### src/rtl/bmc_pkg.sv
package bmc_pkg;
  localparam int DATA_W = 16;
  localparam int LANE_W = DATA_W / 2;

  typedef enum logic [1:0] {
    CMP_EXACT   = 2'd0,
    CMP_INSIDE  = 2'd1,
    CMP_OUTSIDE = 2'd2,
    CMP_OFF     = 2'd3
  } cmp_mode_e;

  // Mask of the data bits that take part for a given access size and lane
  function automatic logic [DATA_W-1:0] lane_bits(input logic is_byte, input logic hi_lane);
    logic [DATA_W-1:0] m;
    if (!is_byte)     m = '1;
    else if (hi_lane) m = {{LANE_W{1'b1}}, {LANE_W{1'b0}}};
    else              m = {{LANE_W{1'b0}}, {LANE_W{1'b1}}};
    return m;
  endfunction

  // True when every selected bit of value equals the reference
  function automatic logic masked_equal(input logic [DATA_W-1:0] value,
                                        input logic [DATA_W-1:0] ref_val,
                                        input logic [DATA_W-1:0] sel);
    return ((value ^ ref_val) & sel) == '0;
  endfunction
endpackage

### src/rtl/bmc_bus_select.sv
module bmc_bus_select #(
  parameter int ADDR_W = 16
) (
  input  logic                      src_sel,
  input  logic                      m0_valid,
  input  logic [ADDR_W-1:0]         m0_addr,
  input  logic [bmc_pkg::DATA_W-1:0] m0_data,
  input  logic                      m0_write,
  input  logic                      m0_byte,
  input  logic                      m1_valid,
  input  logic [ADDR_W-1:0]         m1_addr,
  input  logic [bmc_pkg::DATA_W-1:0] m1_data,
  input  logic                      m1_write,
  input  logic                      m1_byte,
  output logic                      sel_valid,
  output logic [ADDR_W-1:0]         sel_addr,
  output logic [bmc_pkg::DATA_W-1:0] sel_data,
  output logic                      sel_write,
  output logic                      sel_byte
);
  always_comb begin
    if (src_sel) begin
      sel_valid = m1_valid;
      sel_addr  = m1_addr;
      sel_data  = m1_data;
      sel_write = m1_write;
      sel_byte  = m1_byte;
    end else begin
      sel_valid = m0_valid;
      sel_addr  = m0_addr;
      sel_data  = m0_data;
      sel_write = m0_write;
      sel_byte  = m0_byte;
    end
  end
endmodule

### src/rtl/bmc_addr_cmp.sv
module bmc_addr_cmp #(
  parameter int ADDR_W = 16
) (
  input  logic [ADDR_W-1:0] addr,
  input  logic [ADDR_W-1:0] lim_lo,
  input  logic [ADDR_W-1:0] lim_hi,
  output logic              eq_hit,
  output logic              in_hit,
  output logic              out_hit
);
  logic below_lo;
  logic above_hi;

  assign eq_hit   = (addr == lim_lo);
  assign below_lo = (addr < lim_lo);
  assign above_hi = (addr > lim_hi);
  assign in_hit   = !below_lo && !above_hi;
  assign out_hit  = below_lo || above_hi;
endmodule

### src/rtl/bmc_data_cmp.sv
module bmc_data_cmp #(
  parameter bit HAS_DATA = 1'b1
) (
  input  logic [bmc_pkg::DATA_W-1:0] data,
  input  logic [bmc_pkg::DATA_W-1:0] ref_data,
  input  logic [bmc_pkg::DATA_W-1:0] mask,
  input  logic                       is_byte,
  input  logic                       hi_lane,
  output logic                       data_ok
);
  import bmc_pkg::*;
  logic [DATA_W-1:0] part_bits;
  logic              cmp_eq;

  assign part_bits = mask & lane_bits(is_byte, hi_lane);
  assign cmp_eq    = masked_equal(data, ref_data, part_bits);

  generate
    if (HAS_DATA) begin : g_data
      assign data_ok = cmp_eq;
    end else begin : g_addr_only
      assign data_ok = cmp_eq | 1'b1;
    end
  endgenerate
endmodule

### src/rtl/bmc_access_qual.sv
module bmc_access_qual (
  input  logic write,
  input  logic is_byte,
  input  logic rw_en,
  input  logic rw_write,
  input  logic sz_en,
  input  logic sz_byte,
  output logic acc_ok
);
  logic rw_ok;
  logic sz_ok;

  assign rw_ok  = !rw_en || (write == rw_write);
  assign sz_ok  = !sz_en || (is_byte == sz_byte);
  assign acc_ok = rw_ok && sz_ok;
endmodule

### src/rtl/bus_match_cmp.sv
module bus_match_cmp #(
  parameter int ADDR_W   = 16,
  parameter bit HAS_DATA = 1'b1
) (
  input  logic              clk,
  input  logic              rst_n,
  input  logic              enable,
  input  logic              src_sel,
  input  logic              m0_valid,
  input  logic [ADDR_W-1:0] m0_addr,
  input  logic [15:0]       m0_data,
  input  logic              m0_write,
  input  logic              m0_byte,
  input  logic              m1_valid,
  input  logic [ADDR_W-1:0] m1_addr,
  input  logic [15:0]       m1_data,
  input  logic              m1_write,
  input  logic              m1_byte,
  input  logic [1:0]        cfg_mode,
  input  logic [ADDR_W-1:0] cfg_addr_lo,
  input  logic [ADDR_W-1:0] cfg_addr_hi,
  input  logic [15:0]       cfg_data,
  input  logic [15:0]       cfg_mask,
  input  logic              cfg_rw_en,
  input  logic              cfg_rw_write,
  input  logic              cfg_sz_en,
  input  logic              cfg_sz_byte,
  output logic              match
);
  import bmc_pkg::*;

  // Named internal events, visible to the bound checker
  logic              sel_valid;
  logic [ADDR_W-1:0] sel_addr;
  logic [15:0]       sel_data;
  logic              sel_write;
  logic              sel_byte;
  logic              eq_hit;
  logic              in_hit;
  logic              out_hit;
  logic              data_ok;
  logic              acc_ok;
  logic              mode_hit;
  logic              cycle_hit;
  cmp_mode_e         mode;

  assign mode = cmp_mode_e'(cfg_mode);

  bmc_bus_select #(.ADDR_W(ADDR_W)) u_sel (
    .src_sel  (src_sel),
    .m0_valid (m0_valid), .m0_addr(m0_addr), .m0_data(m0_data),
    .m0_write (m0_write), .m0_byte(m0_byte),
    .m1_valid (m1_valid), .m1_addr(m1_addr), .m1_data(m1_data),
    .m1_write (m1_write), .m1_byte(m1_byte),
    .sel_valid(sel_valid), .sel_addr(sel_addr), .sel_data(sel_data),
    .sel_write(sel_write), .sel_byte(sel_byte)
  );

  bmc_addr_cmp #(.ADDR_W(ADDR_W)) u_addr (
    .addr   (sel_addr),
    .lim_lo (cfg_addr_lo),
    .lim_hi (cfg_addr_hi),
    .eq_hit (eq_hit),
    .in_hit (in_hit),
    .out_hit(out_hit)
  );

  bmc_data_cmp #(.HAS_DATA(HAS_DATA)) u_data (
    .data    (sel_data),
    .ref_data(cfg_data),
    .mask    (cfg_mask),
    .is_byte (sel_byte),
    .hi_lane (sel_addr[0]),
    .data_ok (data_ok)
  );

  bmc_access_qual u_acc (
    .write   (sel_write),
    .is_byte (sel_byte),
    .rw_en   (cfg_rw_en),
    .rw_write(cfg_rw_write),
    .sz_en   (cfg_sz_en),
    .sz_byte (cfg_sz_byte),
    .acc_ok  (acc_ok)
  );

  always_comb begin
    unique case (mode)
      CMP_EXACT:   mode_hit = eq_hit && data_ok;
      CMP_INSIDE:  mode_hit = in_hit;
      CMP_OUTSIDE: mode_hit = out_hit;
      default:     mode_hit = 1'b0;
    endcase
  end

  assign cycle_hit = enable && sel_valid && acc_ok && mode_hit;

  always_ff @(posedge clk or negedge rst_n) begin
    if (!rst_n) match <= 1'b0;
    else        match <= cycle_hit;
  end
endmodule

### config.mk
export PLATFORM = sky130hd
export DESIGN_NAME = bus_match_cmp
export DESIGN_NICKNAME = d
export VERILOG_FILES = /design/src/rtl/bmc_pkg.sv /design/src/rtl/bmc_bus_select.sv /design/src/rtl/bmc_addr_cmp.sv /design/src/rtl/bmc_data_cmp.sv /design/src/rtl/bmc_access_qual.sv /design/src/rtl/bus_match_cmp.sv
export SDC_FILE = /design/constraint.sdc
export NUM_CORES = 1
export LEC_CHECK = 0
export BUFFER_PORTS_ARGS = -buffer_cell sky130_fd_sc_hd__buf_2
export CAP_MARGIN = 0
export CORE_UTILIZATION = 40
export DETAILED_ROUTE_END_ITERATION = 7
export GPL_ROUTABILITY_DRIVEN = 1
export PLACE_DENSITY_LB_ADDON = 0.05
export SYNTH_ARGS = -nofsm -noshare
export SYNTH_HDL_FRONTEND = slang
export SYNTH_SLANG_ARGS = --single-unit
### constraint.sdc
create_clock -name clk -period 0.8 [get_ports clk]
set_input_delay 0.08 -clock clk [delete_from_list [all_inputs] [get_ports clk]]
set_output_delay 0.08 -clock clk [all_outputs]
set_load 0.01 [all_outputs]
## After elaboration in Yosys (flattened, before gate mapping)

Cells that the tools add are included.

- Logic and storage cells: 34
- RAM bits: 0
- Latch bits: 0
- Input port bits: 144
- Output and inout bits: 1
- Flip-flop bits (word level): 1
- Bits in read-only memories: 0
- Memories kept: 0

- Equal/unequal tests: 5
- Multiplexer cells: 8
- Reductions and logical operators: 15
- Multiply operators: 0
- $lt $le $gt $ge: 2
- Shift operators: 0
- Add/subtract/negate cells: 0
- Bitwise gates (word level): 3
- Div/mod/pow operators: 0

Operators with widths:

| kind | number |
|---|---|
| $mux W16 | 4 |
| $and A16 B16 Y16 | 2 |
| $eq A16 B16 Y1 | 1 |
| $gt A16 B16 Y1 | 1 |
| $logic_not A16 Y1 | 1 |
| $lt A16 B16 Y1 | 1 |
| $xor A16 B16 Y16 | 1 |
| $logic_and A1 B1 Y1 | 6 |
| $logic_not A1 Y1 | 4 |
| $logic_or A1 B1 Y1 | 3 |
| $mux W1 | 3 |
| $pmux W1 S3 | 1 |
| $eq A1 B1 Y1 | 2 |
| $eq A2 B1 Y1 const B | 1 |
| $eq A2 B2 Y1 const B | 1 |
| $logic_not A2 Y1 | 1 |

## Logic depth before layout (Yosys ltp)

Gate-level depths: netlist (run 1).

- Depth in word-level cells: 9
- Gate-level depth with buffers: 12

## Hierarchy

From an unflattened synthesis (run 1), not the netlist that was laid out.

- Cell total of the unflattened synthesis: 192
- Area total of the unflattened synthesis: 1725.4 um2

Modules (own cells, without submodules):

| module | area an instance (um2) | instances | cells an instance | sequential area each (um2) |
|---|---|---|---|---|
| bmc_addr_cmp | 820.8 | 1 | 116 | 0.0 |
| bmc_bus_select | 578.1 | 1 | 39 | 0.0 |
| bmc_data_cmp | 231.5 | 1 | 28 | 0.0 |
| bus_match_cmp | 70.1 | 1 | 6 | 25.0 |
| bmc_access_qual | 25.0 | 1 | 3 | 0.0 |

## Worst setup path after synthesis (run 1)

Ideal clock, no wire load.

- Path type: input to register
- From: input port src_sel
- To: register match
- Arrival: 2.853 ns
- Setup slack: -2.119 ns
- Cell stages on the path: 12
- Required time: 0.734 ns
- Path buffers: 4
- Path through: clkbuf_2 -> buf_6 -> buf_2 -> buf_1 -> mux2_2 -> ha_1 -> nand4_1 -> or4_1 -> a31oi_1 -> o31ai_1 -> a311oi_1 -> o311a_1

- Word-level cells in the longest chain between the ends: 9
- Elaborated cells between the ends (all ways): 28

Ends and longest elaborated chain:

| what | RTL line | source |
|---|---|---|
| from (decl) | bus_match_cmp.sv:8 | `input logic src_sel,` |
| branches (longest 8 deep; another with $lt A16 B16 Y1) | -- |  |
| $logic_and A1 B1 Y1 * | bus_match_cmp.sv:96 | `assign cycle_hit = enable && sel_valid && acc_ok && mode_hit;` |
| via cycle_hit | bus_match_cmp.sv:44 | `logic cycle_hit;` |
| to (signal assigned) | bus_match_cmp.sv:100 | `else match <= cycle_hit;` |
| to (decl) | bus_match_cmp.sv:28 | `output logic match` |

Mark *: on every way through the listed nets, which the timed path passes.

## Final worst setup path (run 1)

Same ends and word-level chain as after synthesis.

==> results.txt, run 1 <==
final setup violation count - 1
commonest non-fill, non-tap cell in the layout - buf_2
Cell Chain, Critical Path - buf_16 -> buf_8 -> mux2_4 -> ha_4 -> nand4_1 -> or4_4 -> a31oi_4 -> o31ai_2 -> a311oi_1 -> o311a_1
fillers - 316
share of the yosys chip area belonging to registers - 1.60%
final hold vios - 0
area share of the largest cell type after synthesis - 25.6%
power per cell area - 554 nW/um2
P_leak - 0.00152 uW
Post-synth EDFFs - 0
leading post-synthesis cells by cell area - ha_1 26%, mux2i_1 14%, mux2_2 12%, xnor2_1 8.4%, inv_1 7.7%
min-delay worst type - in -> async
initial antenna violation count - 0
initial DRC count - 31
via count - 1973
Detailed Routing Iterations Pass 1 - 4
syn nets - 373
Nets - 533
n_diodes - 0
Setup WS pre-CTS - -1.80 ns
Most flops, register - match
CP top delay family - compound AO/OA/AOI/OAI gates
most frequent cells in the layout - 143 x buf_2, 32 x inv_1, 25 x ha_1, 22 x mux2i_1, 16 x buf_4
largest registers - match (1)
Max-Cap Viols - 0
Reg clk slew, reported paths - 0 ns
Final Critical Period - 2.26 ns
Max Fclk - 0.443 GHz
RSZ-0062 raised after global routing - yes
total gr overflow - 0
YS warnings - 0
fin. max-slew vios - 0
number of global-route vias before repair - 1878
CP Max Fanout - 8
Required @ worst endpoint - 0.73 ns
RePlAce Congestion - 0.769
IO Port Bufs - 144
# IOs - 145
VDD IR max - 0.265 mV
critical path data arrival time - 2.19 ns
predominant post-synthesis flop cell - dfrtp_1
max reg flops - 1
status - finished with violations
Mapped Cells - 197
GRT Total Usage - 21.3%
critical path class - in -> reg
Core Area - 3720 um2
Residual DRC - 0
final antenna-violating net count - 0
Initial Util - 42.0%
async set-or-reset flop fraction in the synthesized netlist - 100%
FF+latch count, synth - 1
Critical-path top delay cell - or4_4
cell area after layout - 2660 um2
max incr delay on CP - 0.45 ns
routed len/inst - 12.1 um
WP buf/inv - 2
final wirelength - 4.87 mm
violated checks - setup timing
startpoint types - input port
Setup WS post-layout - -1.46 ns
dominant cell type by area after synthesis - ha_1
setup bufs post-CTS - 0
Slew @ Worst Pin - 0.370 ns
CP endpoint kind - register
period utilisation layout - 282%
Area growth, synth to finish - 70.4%
share of cells above drive strength 1 - 53.2%
placed instance area - 2490 um2
Die ar. - 4160 um2
DIE WIDTH - 64.5 um
Die Y - 64.5 um
cell area after synthesis - 1560 um2
first-pass GRT wire length - 7.36 mm
# rows - 22
Netlist cell types - 36
DR vias/cell - 4.90
Synth Area per Inst - 7.93 um2
Detail Placement HPWL - 4.18 mm
Slew HR - 74.7%
largest net degree at the start of global routing - 16
==> where the power goes <==
| part | internal (uW) | leakage (uW) | switching (uW) |
|---|---|---|---|
| sequential | 53.5 | 0.0000138 | 0.868 |
| combinational | 830 | 0.00150 | 590 |
| clock | 0 | 0 | 0 |
| total | 884 | 0.00152 | 591 |
==> stage by stage <==
step | std cells | TNS, ns | util [%] | hold slack [ns] | total power, uW
after CTS | 402 | -1.47 | 68.2 | 0.418 | 1400
after global placement | 401 | -1.75 | 67.1 | -0.145 | 1350
final | 403 | -1.46 | 71.6 | 0.412 | 1470
after detailed placement | 401 | -1.80 | 67.1 | -0.144 | 1370
after global routing | 403 | -1.59 | 71.6 | 0.417 | 1650
after floorplan | 197 | -1.71 | - | -0.216 | 807
==> cell type report <==
class                   count  area (um2)  area share (%)
inverters                  32         120            4.51
well taps                  48        60.1            2.26
flip-flops and latches      1        25.0           0.940
repair buffers            163         913            34.3
multi-input cells         159        1540            58.0
==> routing by layer <==
| metal | vias to the layer above | global-route usage (%) | wire [um] |
|---|---|---|---|
| li1 | 1043 | - | - |
| met1 | 847 | 24.0 | 1960 |
| met2 | 83 | 44.5 | 2620 |
| met3 | 0 | 1.94 | 287 |
| met4 | 0 | 0 | 0 |
| met5 | - | 0 | 0 |
==> synthesized netlist by cell type, drive strengths merged, types with 3 or more instances <==
| master | number |
|---|---|
| a22oi | 5 |
| xnor2 | 15 |
| nand3 | 5 |
| ha | 32 |
| inv | 32 |
| mux2 | 16 |
| mux2i | 22 |
| buf | 4 |
| nand2b | 3 |
| a21oi | 11 |
| nand4 | 9 |
| a31oi | 3 |
| nand2 | 11 |
| o21ai | 3 |
| nor2 | 3 |
| o211ai | 3 |
==> repair_timing <==
item / 4_1_cts / 5_1_grt
setup endpoints to repair: 1 / 1
cloned: 0 / 1
hold buffers: 1 / 0
pin swaps: 3 / 6
endpoints found under the hold margin: 1 / 0
resized for setup: 6 / 13
==> path summary, 6_finish.rpt <==
kind,endpoint,cells past startpoint,from
max in group asynchronous,match,2,rst_n
min in group clk,match,5,cfg_rw_en
worst min-delay path,match,2,rst_n
worst max-delay path,match,10,src_sel
==> logic make-up (layout without fill, tap and decap cells) <==
group | after synthesis | in the layout | synth area share (%)
and+or+nand+nor | 36 | 36 | 11.8
muxes | 38 | 38 | 25.6
DFF | 1 | 1 | 1.60
buffers and inverters | 37 | 195 | 9.62
adders and majority gates | 32 | 32 | 25.6
xor gates and xnor gates | 15 | 15 | 8.41
AOI/OAI and AO/OA | 38 | 38 | 17.3
Power figures use the tool's default switching activity.
==> run 2, diff against run 1 <==
- BUFFER_PORTS_ARGS: -buffer_cell sky130_fd_sc_hd__buf_2 -> default
- DONT_BUFFER_PORTS: default -> 1
- RECOVER_POWER: default -> 100
- SKIP_LAST_GASP: default -> 1
==> run 2 against run 1 <==
  * Routed wire length decreased by 16%
  * Via count fell by 26%
  * Die area did not move
  * Cell count decreased by 37%
  * Worst setup slack better by 0.19 ns
  * Combinational power decreased by 35%
  * The run still ends with setup timing left
  * Sequential power is 2% higher
==> results.txt, run 2 (same netlist as run 1, synthesis figures left out) <==
status - finished with violations
violated checks - setup timing
Slew HR - 74.3%
GRT Total Usage - 18.3%
final wirelength - 4.07 mm
Hold Path Stages - 2
final hold vios - 0
Nets - 384
Initial Util - 42.0%
number of global-route vias before repair - 1431
internal power - 576 uW
Most flops, register - match
setup bufs post-CTS - 0
P_leak - 0.000887 uW
Logic pwr share - 94.3%
Core Area - 3720 um2
Die ar. - 4160 um2
Residual DRC - 0
Reg clk slew, reported paths - 0 ns
Detailed Routing Iterations Pass 1 - 4
Final Critical Period - 2.07 ns
largest registers - match (1)
Sequential Power Share - 5.7%
CP Max Fanout - 39
Max-Cap Viols - 0
power per cell area - 558 nW/um2
total gr overflow - 0
initial DRC count - 22
most frequent cells in the layout - 32 x inv_1, 30 x ha_1, 22 x mux2i_1, 15 x xnor2_1, 13 x buf_4
n_diodes - 0
Detail Placement HPWL - 3.76 mm
final antenna-violating net count - 0
Clk pwr share - 0%
IO Port Bufs - 0
DR vias/cell - 5.75
min-delay worst type - in -> reg
fin. max-slew vios - 0
period utilisation layout - 259%
routed len/inst - 16.0 um
via count - 1461
DIE WIDTH - 64.5 um
Required @ worst endpoint - 0.73 ns
Slew @ Worst Pin - 0.376 ns
max reg flops - 1
Die Y - 64.5 um
# IOs - 145
# rows - 22
Setup WS post-layout - -1.27 ns
Final Core Density - 47.2%
Area growth, synth to finish - 12.3%
initial antenna violation count - 0
share of cells above drive strength 1 - 15.5%
CP endpoint kind - register
fillers - 383
placed instance area - 1740 um2
RSZ-0062 raised after global routing - yes
final setup violation count - 1
RePlAce Congestion - 0.836
PnR Total Power - 979 uW
switching fraction of total power - 41.2%
VDD IR max - 0.186 mV
commonest non-fill, non-tap cell in the layout - inv_1
startpoint types - input port
critical path data arrival time - 2.00 ns
cell area after layout - 1750 um2
first-pass GRT wire length - 6.11 mm
switching pwr - 403 uW
largest net degree at the start of global routing - 40
Max Fclk - 0.483 GHz
critical path class - in -> reg
## run 2: cell count changes in the layout (fill, tap and decap cells not counted), sizes merged
cell / delta
clkbuf: -1
buf: -148
## run 2: layout make-up
class | instances | area, um2 | share of cell area, %
Inverter | 32 | 120 | 6.85
Multi-Input combinational cell | 159 | 1440 | 82.2
Sequential cell | 1 | 25.0 | 1.43
Tap cell | 48 | 60.1 | 3.42
Timing Repair Buffer | 14 | 108 | 6.13
## run 2: final timing paths
kind,start,end,slack (ns)
worst max-delay path,src_sel,match,-1.27
min in group asynchronous,rst_n,match,0.31
worst min-delay path,cfg_mode[0],match,0.29
max in group asynchronous,rst_n,match,0.38
## run 2: routing by layer
| metal | share of wire [%] | vias to the layer above | global-route usage, % |
|---|---|---|---|
| li1 | - | 745 | - |
| met1 | 37 | 641 | 20.2 |
| met2 | 56 | 75 | 39.1 |
| met3 | 7.0 | 0 | 1.41 |
| met4 | 0 | 0 | 0 |
| met5 | 0 | - | 0 |
## run 2: through the flow
stage | instances | hold WS (ns) | TNS, ns | setup slack (ns)
4_1_cts | 254 | 0.292 | -1.29 | -1.29
6_report | 254 | 0.291 | -1.27 | -1.27
5_1_grt | 254 | 0.321 | -1.45 | -1.45
3_3_place_gp | 253 | -0.216 | -1.29 | -1.29
3_5_place_dp | 253 | -0.216 | -1.33 | -1.33
2_1_floorplan | 197 | -0.216 | -1.71 | -1.71
## run 2: power groups by stage
| stage | registers, uW | logic [uW] | clock network [uW] |
|---|---|---|---|
| floorplan | 55.2 | 752 | 0 |
| CTS | 56.0 | 942 | 0 |
| detailed placement | 56.0 | 931 | 0 |
| finish | 55.7 | 924 | 0 |
| global placement | 56.1 | 908 | 0 |
| global route | 55.8 | 1060 | 0 |
## run 2: timing repair
action / CTS / global route
endpoints found under the hold margin: 1 / 0
hold buffers: 1 / 0
setup endpoints to repair: 1 / 1
gates resized for setup: 0 / 0
pin swaps: 1 / 0
## run 2: worst max-delay path, cell delays in order
cell and delay [ns]:
mux2_2 0.34, ha_1 0.30, nand4_1 0.12, or4_1 0.49
a31oi_1 0.15, o31ai_1 0.08, a311oi_1 0.22, o311a_1 0.20
